**config.mk**
```make
export PLATFORM = sky130hd
export DESIGN_NAME = ft_fifo_stage
export DESIGN_NICKNAME = d
export VERILOG_FILES = /design/src/rtl/ft_pkg.sv /design/src/rtl/ft_cell.sv /design/src/rtl/ft_edge.sv /design/src/rtl/ft_fifo_stage.sv
export SDC_FILE = /design/constraint.sdc
export NUM_CORES = 1
export LEC_CHECK = 0
export BUFFER_PORTS_ARGS = -buffer_cell sky130_fd_sc_hd__buf_2
export CORE_MARGIN = 2
export CORE_UTILIZATION = 50
export DETAILED_ROUTE_END_ITERATION = 10
export GPL_ROUTABILITY_DRIVEN = 0
export PLACE_DENSITY = 0.65
export SLEW_MARGIN = 0
export SYNTH_ARGS = -nofsm -noshare
export SYNTH_HDL_FRONTEND = slang
export SYNTH_HIERARCHICAL = 1
export SYNTH_SLANG_ARGS = --single-unit
export TNS_END_PERCENT = 100
```
**constraint.sdc**
```tcl
create_clock -name clk -period 1.3 [get_ports clk]
set_clock_uncertainty 0.1 [all_clocks]
set_input_delay 0.26 -clock clk [delete_from_list [all_inputs] [get_ports clk]]
set_output_delay 0.26 -clock clk [all_outputs]
set_load 0.05 [all_outputs]
```
**src/rtl/ft_pkg.sv**
```systemverilog
package ft_pkg;

  // A word moves from one slot to the next when the source holds a word
  // and the destination is free at the start of the clock.
  function automatic logic ft_moves(input logic src_full, input logic dst_full);
    return src_full & ~dst_full;
  endfunction

  // Occupancy update for a single slot.
  function automatic logic ft_next_full(input logic full, input logic fill, input logic drain);
    if (fill)       return 1'b1;
    else if (drain) return 1'b0;
    else            return full;
  endfunction

endpackage

```
**src/rtl/ft_cell.sv**
```systemverilog
module ft_cell #(
  parameter int WIDTH = 4
) (
  input  logic             clk,
  input  logic             rst,
  input  logic             take,
  input  logic             give,
  input  logic [WIDTH-1:0] d_in,
  output logic             valid,
  output logic [WIDTH-1:0] d_out
);

  always_ff @(posedge clk) begin
    if (rst) begin
      valid <= 1'b0;
      d_out <= '0;
    end else begin
      valid <= ft_pkg::ft_next_full(valid, take, give);
      if (take) d_out <= d_in;
    end
  end

endmodule

```
**src/rtl/ft_edge.sv**
```systemverilog
module ft_edge (
  input  logic shift_in,
  input  logic shift_out,
  input  logic first_full,
  input  logic last_full,
  output logic in_ready,
  output logic out_ready,
  output logic acc_in,
  output logic acc_out
);

  assign in_ready  = ~first_full;
  assign out_ready = last_full;
  assign acc_in    = shift_in & ~first_full;
  assign acc_out   = shift_out & last_full;

endmodule

```
**src/rtl/ft_fifo_stage.sv**
```systemverilog
module ft_fifo_stage #(
  parameter int WIDTH = 4,
  parameter int DEPTH = 64
) (
  input  logic             clk,
  input  logic             rst,
  input  logic             shift_in,
  input  logic [WIDTH-1:0] din,
  input  logic             shift_out,
  output logic             in_ready,
  output logic             out_ready,
  output logic [WIDTH-1:0] dout
);

  localparam int LAST = DEPTH - 1;

  logic [DEPTH-1:0] vld;
  logic [DEPTH-1:0] take;
  logic [DEPTH-1:0] give;
  logic [WIDTH-1:0] dat [DEPTH];
  logic             acc_in;
  logic             acc_out;

  ft_edge u_edge (
    .shift_in  (shift_in),
    .shift_out (shift_out),
    .first_full(vld[0]),
    .last_full (vld[LAST]),
    .in_ready  (in_ready),
    .out_ready (out_ready),
    .acc_in    (acc_in),
    .acc_out   (acc_out)
  );

  for (genvar g = 0; g < DEPTH; g++) begin : g_slot
    logic [WIDTH-1:0] src;
    if (g == 0) begin : g_head
      assign take[g] = acc_in;
      assign src     = din;
    end else begin : g_body
      assign take[g] = ft_pkg::ft_moves(vld[g-1], vld[g]);
      assign src     = dat[g-1];
    end
    if (g == LAST) begin : g_tail
      assign give[g] = acc_out;
    end else begin : g_pass
      assign give[g] = ft_pkg::ft_moves(vld[g], vld[g+1]);
    end
    ft_cell #(.WIDTH(WIDTH)) u_cell (
      .clk  (clk),
      .rst  (rst),
      .take (take[g]),
      .give (give[g]),
      .d_in (src),
      .valid(vld[g]),
      .d_out(dat[g])
    );
  end

  assign dout = dat[LAST];

endmodule

```
==> metrics.log <==
INFO  metric layout_cell_area_excl_fill = 13500 µm²
INFO  metric crit_chain = inv_2, buf_6
INFO  metric yosys-top-cells-area = sky130_fd_sc_hd__dfxtp_1, sky130_fd_sc_hd__mux2i_1, sky130_fd_sc_hd__nor2_1
INFO  metric cts-buffers-inserted = 34
INFO  metric multi_input_comb_area = 4810 µm²
INFO  metric power.density = 1610 nW/µm²
INFO  metric pre_cts_slack = 139 ps
INFO  metric postRouteAntennaNets = 0
INFO  metric groute.usage.overall = 13.6%
INFO  metric cp.arrival = 1010 ps
INFO  metric setup_ws_final = -68.8 ps
INFO  metric clk_root_buf = sky130_fd_sc_hd__clkbuf_16
INFO  metric clkSlewWorstSetupHoldPaths = 50 ps
INFO  metric vdd_ir_drop_max = 1.09 mV
INFO  metric cts_buffer_depth = 3
INFO  metric fp.dieH = 160 µm
INFO  metric grt_pass1_vias = 6713
INFO  metric hold_path_class = in2reg
INFO  metric hold_ws = 168 ps
INFO  metric timing.fmax = 731 MHz
INFO  metric drt_wl_total = 17000 µm
INFO  metric die_area = 25600 µm²
INFO  metric layout.cells.most_common_list = sky130_fd_sc_hd__dfxtp_1, sky130_fd_sc_hd__mux2i_1, sky130_fd_sc_hd__nor2_1
INFO  metric global_route_wire_length_before_repair = 30400 µm
INFO  metric synth_sequential_area_ratio = 52.6%
INFO  metric number_of_max_capacitance_violations_reported = 0
INFO  metric synth_cell_type_count = 11
INFO  metric crit_type = reg2out
INFO  metric final_period_minus_worst_setup_slack = 1370 ps
INFO  metric worst_skew_pair.late_latency = 510 ps
INFO  metric leakagePower = 4.83 nW
INFO  metric hold_violation_total_from_the_final_report = 0
INFO  metric antenna_found_initial = 0
INFO  metric timing.critical_path.fanout_max = 2
INFO  metric final_layout_size_suffix_gt1_share = 13.1%
INFO  metric top_level_ports = 14
INFO  metric slowest_stage_cell_crit_path = sky130_fd_sc_hd__dfxtp_2
INFO  metric placement_rows = 57
INFO  metric cp.required = 940 ps
INFO  metric tightest_slew = 292 ps
INFO  metric timing_max_transition_violations_final = 0
INFO  metric failed_checks = setup timing
INFO  metric drt_pass1_iterations = 4
INFO  metric syn_inst = 1155
INFO  metric synthesis.area_per_instance = 10.5 µm²
INFO  metric synth_seq_cells = 320
INFO  metric rsz0062_at_grt = yes
INFO  metric remaining_drc_errors = 0
INFO  metric cts_tree = yes
INFO  metric ctsHtreeMaxLevel = 2
INFO  metric globalRouteOverflowTotal = 0
INFO  metric mapped_cell_area = 12200 µm²
INFO  metric maximum_number_of_pins_on_one_net_before_global_route_repair = 46
INFO  metric num_vias = 7006
INFO  metric max_slew_margin = 80.5%
INFO  metric synthToLayoutAreaGrowth = 10.5%
INFO  metric post_drt_wl_per_cell = 11.2 µm
INFO  metric max_stage_delay = 330 ps
INFO  metric area.sequential = 6410 µm²
INFO  metric synth.yosys.warnings = 6
INFO  metric place.detailed.hpwl = 10800 µm
INFO  metric first_iter_violations = 279
INFO  metric synth_top_cell_area_share = 52.6%
INFO  metric critical_path_sink_type = primary output
INFO  metric worst_setup_path_start_kind = flop
INFO  metric antenna_cells = 0
INFO  metric layout.nets = 1170
INFO  metric status = finished, violations left
INFO  metric final_common_cell = sky130_fd_sc_hd__dfxtp_1
INFO  metric yosys.area.top_type = sky130_fd_sc_hd__dfxtp_1
INFO  metric synthesis.nets = 1163
INFO  metric fp.coreArea = 24100 µm²
INFO  metric floorplan.initialDensity = 50.5%
INFO  metric cts.sinks = 320
INFO  metric layout_worst_path_cycle_share = 105%
INFO  metric finalSetupViolations = 6
INFO  metric post_dp_cell_area = 12100 µm²
INFO  metric place.port_buffers = 13
INFO  metric dieWidth = 160 µm
INFO  metric detail_route.vias_per_cell = 4.64
INFO  metric fillCellCount = 2181
-- path summary, 6_finish.rpt --
| check | from | endpoint | slack [ps] | cells after the start |
|---|---|---|---|---|
| worst min register to register | g_slot[55].u_cell/valid | g_slot[55].u_cell/valid | 380 | 2 |
| worst max register to register | g_slot[63].u_cell/valid | g_slot[63].u_cell/d_out[1] | 120 | 5 |
| worst max-delay path | g_slot[0].u_cell/valid | in_ready | -70 | 2 |
| worst min-delay path | shift_in | g_slot[0].u_cell/valid | 170 | 5 |
-- timing repair --
item,CTS,global route
gates resized for setup,20,4
endpoints found under the setup margin,6,10
buffers inserted,2,0
hold buffers,6,0
hold endpoints to repair,21,0
-- sequential cells by signal (all words and copies together), names as in the netlist --
register             flops
g_slot.u_cell/d_out    256
g_slot.u_cell/valid     64
-- report_power, final --
group          switching (mW)  internal [mW]
Sequential              0.124           10.0
Combinational           0.726          0.696
Clock                    3.80           6.25
Total                    4.65           17.0
-- through the flow --
stage / TNS, ps / util [%] / power, mW / std cells
after global routing: -561 / 55.8 / 22.5 / 1511
after CTS: -483 / 55.8 / 21.9 / 1511
final: -368 / 55.8 / 21.6 / 1511
after floorplan: 0 / - / 11.7 / 1155
after global placement: 0 / 50.3 / 11.7 / 1442
after detailed placement: 0 / 50.3 / 11.7 / 1442
-- metal layers --
metal	vias to the layer above	global-route usage, %	part of all wire (%)
met5	-	0	0
met4	0	5.45	2.6
met3	30	2.70	2.9
met2	61	22.1	45
met1	3171	17.9	50
li1	3744	-	-
-- synthesized netlist by cell type --
master                     instances
sky130_fd_sc_hd__and2_1            1
sky130_fd_sc_hd__nand2b_1         64
sky130_fd_sc_hd__nor2_1          256
sky130_fd_sc_hd__a21oi_1          64
sky130_fd_sc_hd__buf_4             1
sky130_fd_sc_hd__mux2i_1         256
sky130_fd_sc_hd__and2b_2          62
sky130_fd_sc_hd__dfxtp_1         320
sky130_fd_sc_hd__inv_1            65
sky130_fd_sc_hd__buf_6            64
sky130_fd_sc_hd__nor2b_1           2
-- worst max-delay path: cells and delay by family, from the launching register on --
kind | cells | cell delay (ps)
flip-flops | 1 | 330
buffers and inverters | 2 | 190
-- logic make-up (layout without fill, tap and decap cells) --
group	count (synthesis)	in the layout	synth area share (%)
simple gates	385	385	15.8
compound gates	64	64	2.63
buf+inv	130	162	7.98
mux	256	256	21.0
flops	320	320	52.6
-- cell type report --
class | count | area share [%]
clock buffers | 46 | 7.18
clock inverters | 15 | 1.63
inverters | 65 | 1.81
multi-input cells | 705 | 35.8
flip-flops and latches | 320 | 47.6
well taps | 324 | 3.01
repair buffers | 36 | 2.96
Power figures use the tool's default switching activity.
